## config.mk

```make
export PLATFORM = sky130hd
export DESIGN_NAME = spi_cmd_rx
export DESIGN_NICKNAME = d
export VERILOG_FILES = /design/src/rtl/spi_cmd_rx.sv
export SDC_FILE = /design/constraint.sdc
export NUM_CORES = 1
export LEC_CHECK = 0
export BUFFER_PORTS_ARGS = -buffer_cell sky130_fd_sc_hd__clkbuf_2
export CORE_ASPECT_RATIO = 0.75
export CORE_UTILIZATION = 45
export DETAILED_ROUTE_END_ITERATION = 8
export GPL_ROUTABILITY_DRIVEN = 0
export PLACE_DENSITY = 0.75
export SETUP_SLACK_MARGIN = 0.15
export SYNTH_ARGS = -nofsm -noshare
export SYNTH_HDL_FRONTEND = slang
export SYNTH_SLANG_ARGS = --single-unit
```

## constraint.sdc

```tcl
create_clock -name clk -period 2.1 [get_ports clk]
set_input_delay 0.525 -clock clk [delete_from_list [all_inputs] [get_ports clk]]
set_output_delay 0.525 -clock clk [all_outputs]
set_load 0.01 [all_outputs]
```

## src/rtl/spi_cmd_rx.sv

```systemverilog
module spi_cmd_rx #(
  parameter int CMD_W  = 4,
  parameter int DATA_W = 12,
  parameter int CFG_W  = 8,
  parameter int SYNC_N = 2,
  parameter logic [CMD_W-1:0] CFG_OP = 4'h1
) (
  input  logic              clk,
  input  logic              rst_n,
  input  logic              sck,
  input  logic              csn,
  input  logic              mosi,
  output logic              cmd_valid,
  output logic [CMD_W-1:0]  cmd,
  output logic [DATA_W-1:0] data,
  output logic [CFG_W-1:0]  cfg_word,
  output logic              frame_error
);
  localparam int WORD_W = CMD_W + DATA_W;
  localparam int CNT_W  = $clog2(WORD_W + 2);
  localparam logic [CNT_W-1:0] FULL = CNT_W'(WORD_W);
  localparam logic [CNT_W-1:0] OVER = CNT_W'(WORD_W + 1);

  logic [SYNC_N-1:0] sck_sy, csn_sy, mosi_sy;
  logic              sck_d, csn_d;
  logic [WORD_W-1:0] shreg;
  logic [CNT_W-1:0]  cnt;

  wire sck_q   = sck_sy[SYNC_N-1];
  wire csn_q   = csn_sy[SYNC_N-1];
  wire mosi_q  = mosi_sy[SYNC_N-1];
  wire bit_stb = sck_q & ~sck_d & ~csn_q;
  wire cs_fall = ~csn_q & csn_d;
  wire cs_rise = csn_q & ~csn_d;
  wire [CMD_W-1:0] op_in = shreg[WORD_W-1 -: CMD_W];

  always_ff @(posedge clk or negedge rst_n) begin
    if (!rst_n) begin
      sck_sy  <= '0;
      csn_sy  <= '1;
      mosi_sy <= '0;
      sck_d   <= 1'b0;
      csn_d   <= 1'b1;
    end else begin
      sck_sy  <= {sck_sy[SYNC_N-2:0], sck};
      csn_sy  <= {csn_sy[SYNC_N-2:0], csn};
      mosi_sy <= {mosi_sy[SYNC_N-2:0], mosi};
      sck_d   <= sck_q;
      csn_d   <= csn_q;
    end
  end

  always_ff @(posedge clk or negedge rst_n) begin
    if (!rst_n) begin
      shreg <= '0;
      cnt   <= '0;
    end else if (cs_fall) begin
      cnt <= '0;
    end else if (bit_stb) begin
      shreg <= {shreg[WORD_W-2:0], mosi_q};
      if (cnt != OVER) cnt <= cnt + 1'b1;
    end
  end

  always_ff @(posedge clk or negedge rst_n) begin
    if (!rst_n) begin
      cmd_valid   <= 1'b0;
      frame_error <= 1'b0;
      cmd         <= '0;
      data        <= '0;
      cfg_word    <= '0;
    end else begin
      cmd_valid   <= cs_rise && cnt == FULL;
      frame_error <= cs_rise && cnt != FULL;
      if (cs_rise && cnt == FULL) begin
        cmd  <= op_in;
        data <= shreg[DATA_W-1:0];
        if (op_in == CFG_OP) cfg_word <= shreg[CFG_W-1:0];
      end
    end
  end

  a_r3_single_pulse: assert property (@(posedge clk) disable iff (!rst_n)
    cmd_valid |=> !cmd_valid);
  a_r4_single_error: assert property (@(posedge clk) disable iff (!rst_n)
    frame_error |=> !frame_error);
  a_r4_exclusive: assert property (@(posedge clk) disable iff (!rst_n)
    !(cmd_valid && frame_error));
  a_r5_hold: assert property (@(posedge clk) disable iff (!rst_n)
    !cmd_valid |-> ($stable(cmd) && $stable(data)));
  a_r6_cfg_load: assert property (@(posedge clk) disable iff (!rst_n)
    (cmd_valid && cmd == CFG_OP) |-> cfg_word == data[CFG_W-1:0]);
  a_r6_cfg_keep: assert property (@(posedge clk) disable iff (!rst_n)
    !(cmd_valid && cmd == CFG_OP) |-> $stable(cfg_word));
  a_r4_count_bound: assert property (@(posedge clk) disable iff (!rst_n)
    cnt <= OVER);
endmodule

```

==> results of run 1 <==
cell usage after synthesis (all sizes together):
| library cell | number |
|---|---|
| nand3 | 1 |
| nor2 | 3 |
| nand4b | 1 |
| ha | 3 |
| o21ai | 3 |
| or4b | 1 |
| nand4bb | 1 |
| o31a | 1 |
| dfstp | 3 |
| nand2 | 6 |
| nand2b | 1 |
| nand4 | 1 |
| or3 | 1 |
| nor2b | 2 |
| mux2 | 40 |
| inv | 4 |
| o311ai | 1 |
| nor4bb | 1 |
| a21boi | 2 |
| or3b | 1 |
| dfrtp | 52 |
| a22oi | 1 |
| nor4b | 1 |
| or4 | 3 |
| buf | 3 |
cell families after synthesis:
group / after synthesis / synth area share
AOI/OAI and AO/OA: 8 / 0.0259
adders and majority gates: 3 / 0.0177
buffers and inverters: 7 / 0.0171
DFF: 55 / 0.650
muxes: 40 / 0.212
and+or+nand+nor: 24 / 0.0772
stage by stage:
step                setup WS [ns]   util  area [µm²]  cells  power [µW]
global placement            0.352  0.525        2360    224        1290
floorplan                   0.461      -        2120    137        1240
global route                0.185  0.544        2450    232        1930
finish                      0.287  0.544        2450    232        1850
CTS                         0.267  0.544        2450    232        1870
detailed placement          0.278  0.525        2360    224        1300
state kept, by name, summed over array words and instances, names as in the netlist:
register,count
sck_d,1
csn_d,1
sck_sy,2
shreg,16
data,12
csn_sy,2
cmd_valid,1
cnt,5
frame_error,1
cfg_word,8
mosi_sy,2
cmd,4
how the worst min path moves through the flow:
stage	from	endpoint	slack, ns	depth (start not counted)
after global placement	mosi_sy[0]	mosi_sy[1]	0.34	0
after floorplan	rst_n	cfg_word[0]	0.23	0
after global routing	rst_n	cmd[1]	0.23	2
after CTS	rst_n	data[10]	0.20	2
after detailed placement	sck_sy[0]	sck_sy[1]	0.34	0
final	rst_n	data[9]	0.19	2
layout make-up:
class	instances	area (µm²)	share of cell area
multi-input combinational	75	707	0.289
timing repair buffer	33	185	0.0757
clock inverter	3	18.8	0.00767
tap	57	71.3	0.0292
sequential	55	1380	0.564
clock buffer	5	68.8	0.0281
inverter	4	15.0	0.00614
cells in the final DEF (no fill, tap or decap):
cell type / synthesis / layout
clkbuf_2: 0 / 30
o21ai_0: 3 / 3
nor2_4: 1 / 1
dfrtp_1: 52 / 52
nand4b_1: 1 / 1
o31a_1: 1 / 1
nand2_1: 6 / 6
nor4b_1: 1 / 1
clkinv_2: 0 / 2
or3_1: 1 / 1
o311ai_0: 1 / 1
a21boi_1: 1 / 1
or3b_1: 1 / 1
mux2_2: 40 / 40
or4b_1: 1 / 1
nor4bb_1: 1 / 1
inv_1: 4 / 4
buf_12: 0 / 1
nand3_1: 1 / 1
nand4_2: 1 / 1
nand2b_1: 1 / 1
clkbuf_8: 0 / 5
a22oi_1: 1 / 1
nor2_1: 2 / 2
ha_1: 3 / 3
or4_1: 3 / 3
a21boi_0: 1 / 1
dfstp_2: 3 / 3
inv_6: 0 / 1
nor2b_1: 2 / 2
buf_4: 0 / 2
nand4bb_1: 1 / 1
routing by layer:
layer,global-route usage,up-vias,share of wire
li1,-,560,-
met1,0.209,595,0.47
met2,0.238,33,0.46
met3,0.0459,6,0.046
met4,0.0791,0,0.019
met5,0,-,0
power breakdown:
group | switching (µW) | internal, µW | total [µW]
clock | 340 | 235 | 576
sequential | 55.0 | 1110 | 1170
combinational | 53.3 | 54.1 | 107
==> impl_metrics.env, run 1 <==
export IMPL_diodes=0
export IMPL_drc=0
export IMPL_critical_path_max_stage_delay_ns=0.59
export IMPL_grt_overflow=0
export IMPL_wire_per_inst_um=15.1
export IMPL_die_area_um2=5000
export IMPL_dr_pass1_iters=4
export IMPL_timing_rr_start="csn_sy[1]"
export IMPL_maxSlewViolCount=0
export IMPL_clk_pin_slew_ns=0.10
export IMPL_min_period_ns=1.81
export IMPL_r2r_slack_ns=0.29
export IMPL_cp_endpoint="data[6]"
export IMPL_first_global_vias=1159
export IMPL_yosys_top_cells_area="dfrtp_1 (61%), mux2_2 (21%), dfstp_2 (3.7%)"
export IMPL_synth_avg_cell_area_um2=15.5
export IMPL_ctsHoldBuffers=0
export IMPL_power_leakage_uw=0.00125
export IMPL_yosysTopAreaCellShare=0.613
export IMPL_cp_num_cells=4
export IMPL_cp_top_family="flip-flops"
export IMPL_cts_resized=0
export IMPL_drt_wl_total_mm=3.51
export IMPL_cp_max_fo=13
export IMPL_hold_class="primary input to async pin"
export IMPL_r2r_end="data[6]"
export IMPL_antenna_found_initial=0
export IMPL_cts_post_setup_buffers_inserted=0
export IMPL_grt_util_all_layers=0.157
export IMPL_grt_max_degree=56
export IMPL_crit_buf_inv=1
export IMPL_crit_start="csn_sy[1]"
export IMPL_status="finished clean"
export IMPL_synth_warnings=0
export IMPL_cts_htree_levels=2
export IMPL_whs_ns=0.188
export IMPL_synth_area_um2=2120
export IMPL_clockBufferDepth=2
export IMPL_rows=21
export IMPL_layout_worst_path_cycle_share=0.864
export IMPL_port_buffers=30
export IMPL_grt_first_pass_wirelength_mm=5.70
export IMPL_layout_drive_gt1_share=0.491
export IMPL_synth_largest_area_cell="dfrtp_1"
export IMPL_rsz0062_at_grt="false"
export IMPL_nets=182
export IMPL_fmax_mhz=551
export IMPL_slew_headroom=0.670
export IMPL_power_density_nw_per_um2=757
export IMPL_die_w_um=81.3
export IMPL_cts_root_buf="clkbuf_8"
export IMPL_drt_iter0_drc=55
export IMPL_synth_seq_area_share=0.650
export IMPL_clock_sinks=55
export IMPL_die_h_um=61.5
export IMPL_worstSetupPathType="register to register"
export IMPL_synthesis_nets=145
export IMPL_fin_worst_skew_ns=0.00465
export IMPL_dp_hpwl_mm=2.44
export IMPL_vias=1194
export IMPL_tns_ns=0
export IMPL_hold_viol_final=0
export IMPL_ff2ff_path_depth=4
export IMPL_worst_path_max_delay_cell="dfstp_2"
export IMPL_cp_required_ns=2.30
export IMPL_cts_made_buffers=5
export IMPL_ys_seq_elements=55
export IMPL_ios=31
export IMPL_setup_violations=0
export IMPL_cts_tree="built"
export IMPL_ant_nets=0
export IMPL_worst_setup_path_end_kind="register"
export IMPL_via_per_inst=5.15
export IMPL_synthToLayoutAreaGrowth_pct=15.2
export IMPL_coreArea_um2=4490
export IMPL_critical_path_arrival_ns=2.01
export IMPL_start_util=0.473
export IMPL_crit_chain="nor2b_1 -> nand4_2 -> buf_4 -> mux2_2"
export IMPL_critPathLaunchType="register"
export IMPL_drv_cap=0
export IMPL_fillers=370
export IMPL_clkLatencyLatePin_ns=0.31
export IMPL_synthDistinctLibCells=28
export IMPL_vdd_drop_max_v=0.000386
export IMPL_syn_inst=137
export IMPL_tightest_slew_ns=0.489
No activity file was read; power rests on OpenSTA's default activity.
==> run 2, diff against run 1 <==
--- a/config.mk
+++ b/config.mk
@@ -7,10 +7,11 @@
 export LEC_CHECK = 0
 export BUFFER_PORTS_ARGS = -buffer_cell sky130_fd_sc_hd__clkbuf_2
 export CORE_ASPECT_RATIO = 0.75
+export CORE_MARGIN = 10
 export CORE_UTILIZATION = 45
 export DETAILED_ROUTE_END_ITERATION = 8
 export GPL_ROUTABILITY_DRIVEN = 0
-export PLACE_DENSITY = 0.75
+export PLACE_DENSITY = 0.65
 export SETUP_SLACK_MARGIN = 0.15
 export SYNTH_ARGS = -nofsm -noshare
 export SYNTH_HDL_FRONTEND = slang
==> run 2 against run 1 <==
- clock skew rose by 0.0053 ns
- critical endpoint is now shreg[13]
- design area is 1.1% higher
- largest power group unchanged
- register-to-register slack is essentially flat
- global-route usage down 4.8 points
- highest routed layer unchanged
==> impl_metrics.env, run 2 (synthesis gave the netlist of run 1 again) <==
export IMPL_status="finished clean"
export IMPL_ff2ff_path_depth=3
export IMPL_final_common_cell="dfrtp_1"
export IMPL_nets=183
export IMPL_die_h_um=79.5
export IMPL_critical_path_max_stage_delay_ns=0.48
export IMPL_start_util=0.470
export IMPL_crit_buf_inv=0
export IMPL_die_w_um=99.3
export IMPL_layout_drive_gt1_share=0.500
export IMPL_drt_iter0_drc=50
export IMPL_cts_tree="built"
export IMPL_top_register="shreg"
export IMPL_crit_chain="or3b_1 -> nor2_4 -> mux2_2"
export IMPL_port_buffers=30
export IMPL_hold_viol_final=0
export IMPL_die_area_um2=7890
export IMPL_tns_ns=0
export IMPL_synthToLayoutAreaGrowth_pct=16.4
export IMPL_worst_setup_path_end_kind="register"
export IMPL_dp_hpwl_mm=2.96
export IMPL_cts_root_buf="clkbuf_8"
export IMPL_drt_wl_total_mm=4.02
export IMPL_rsz0062_at_grt="false"
export IMPL_clkLatencyLatePin_ns=0.31
export IMPL_clock_sinks=55
export IMPL_min_period_ns=1.81
export IMPL_mostFrequentLayoutCells="dfrtp_1 (52), mux2_2 (40), clkbuf_2 (30), nand2_1 (6), clkbuf_8 (5)"
export IMPL_wire_per_inst_um=17.2
export IMPL_worst_path_max_delay_cell="or3b_1"
export IMPL_cts_made_buffers=5
export IMPL_setup_violations=0
export IMPL_cp_top_family="simple AND/OR/NAND/NOR gates"
export IMPL_grt_max_degree=23
export IMPL_place_ws_ns=0.286
export IMPL_critical_path_arrival_ns=2.00
export IMPL_coreArea_um2=4520
export IMPL_ctsHoldBuffers=0
export IMPL_vdd_drop_max_v=0.000478
export IMPL_top_regs="shreg: 16 flops, data: 12 flops, cfg_word: 8 flops"
export IMPL_diodes=0
export IMPL_slew_headroom=0.696
export IMPL_antenna_found_initial=0
export IMPL_power_leakage_uw=0.00126
export IMPL_cp_required_ns=2.29
export IMPL_tightest_slew_ns=0.455
export IMPL_timing_rr_start="csn_sy[1]"
export IMPL_power_density_nw_per_um2=799
export IMPL_final_util=0.547
export IMPL_fin_ws_ns=0.292
export IMPL_critPathLaunchType="register"
export IMPL_fmax_mhz=553
export IMPL_fin_worst_skew_ns=0.00991
export IMPL_layout_worst_path_cycle_share=0.861
export IMPL_ant_nets=0
export IMPL_ios=31
export IMPL_grt_first_pass_wirelength_mm=6.93
export IMPL_worstSetupPathType="register to register"
export IMPL_clockBufferDepth=2
export IMPL_grt_overflow=0
export IMPL_drc=0
export IMPL_hold_class="primary input to async pin"
export IMPL_maxSlewViolCount=0
export IMPL_cts_htree_levels=2
export IMPL_cp_max_fo=16
export IMPL_clk_pin_slew_ns=0.09
export IMPL_r2r_end="shreg[13]"
export IMPL_first_global_vias=1396
export IMPL_r2r_slack_ns=0.29
export IMPL_dr_pass1_iters=4
export IMPL_rows=21
export IMPL_grt_util_all_layers=0.110
export IMPL_vias=1234
export IMPL_drv_cap=0
export IMPL_largest_reg_flops=16
export IMPL_via_per_inst=5.30
==> run 2: cell types whose count changed in the layout (fill, tap and decap cells not counted), sizes merged <==
cell    change
inv         -1
bufinv      +1
buf         +1
==> run 2: worst max path at each step <==
stage / slack, ns / to / from / cells after the start
after global routing: 0.20 / shreg[13] / csn_sy[1] / 3
after global placement: 0.38 / shreg[3] / csn_sy[1] / 3
after detailed placement: 0.29 / cnt[1] / cnt[1] / 5
final: 0.29 / shreg[13] / csn_sy[1] / 3
after CTS: 0.28 / cmd[3] / csn_sy[1] / 4
after floorplan: 0.46 / shreg[10] / csn_sy[1] / 5
==> run 2: through the flow <==
stage	power (µW)	instances	hold slack, ns	instance area (µm²)
after floorplan	1240	137	0.229	2120
after global placement	1290	225	0.334	2350
after detailed placement	1300	225	0.348	2350
after CTS	2000	233	0.137	2470
after global routing	2070	233	0.148	2470
final	1970	233	0.128	2470
==> run 2: final cells by class <==
class,count,area (µm²)
Multi-Input combinational cell,75,713
Fill cell,386,2050
Tap cell,57,71.3
Clock buffer,5,68.8
Timing Repair Buffer,34,180
Inverter,4,15.0
Sequential cell,55,1380
Clock inverter,3,43.8
==> run 2: where the power goes <==
group          switching, µW  internal, µW  total [µW]
sequential              53.8          1110        1170
combinational           56.4          54.4         111
clock                    340           355         696
total                    451          1520        1970
==> run 2: layer usage <==
metal,GRT usage,wire [µm]
met5,0,0
met4,0.0557,71
met3,0.0493,330
met2,0.167,1870
met1,0.129,1740
==> run 2: what timing repair did <==
item | 4_1_cts | 5_1_grt
resized for setup | 0 | 1
setup buffers | 0 | 0
setup endpoints to repair | 0 | 1
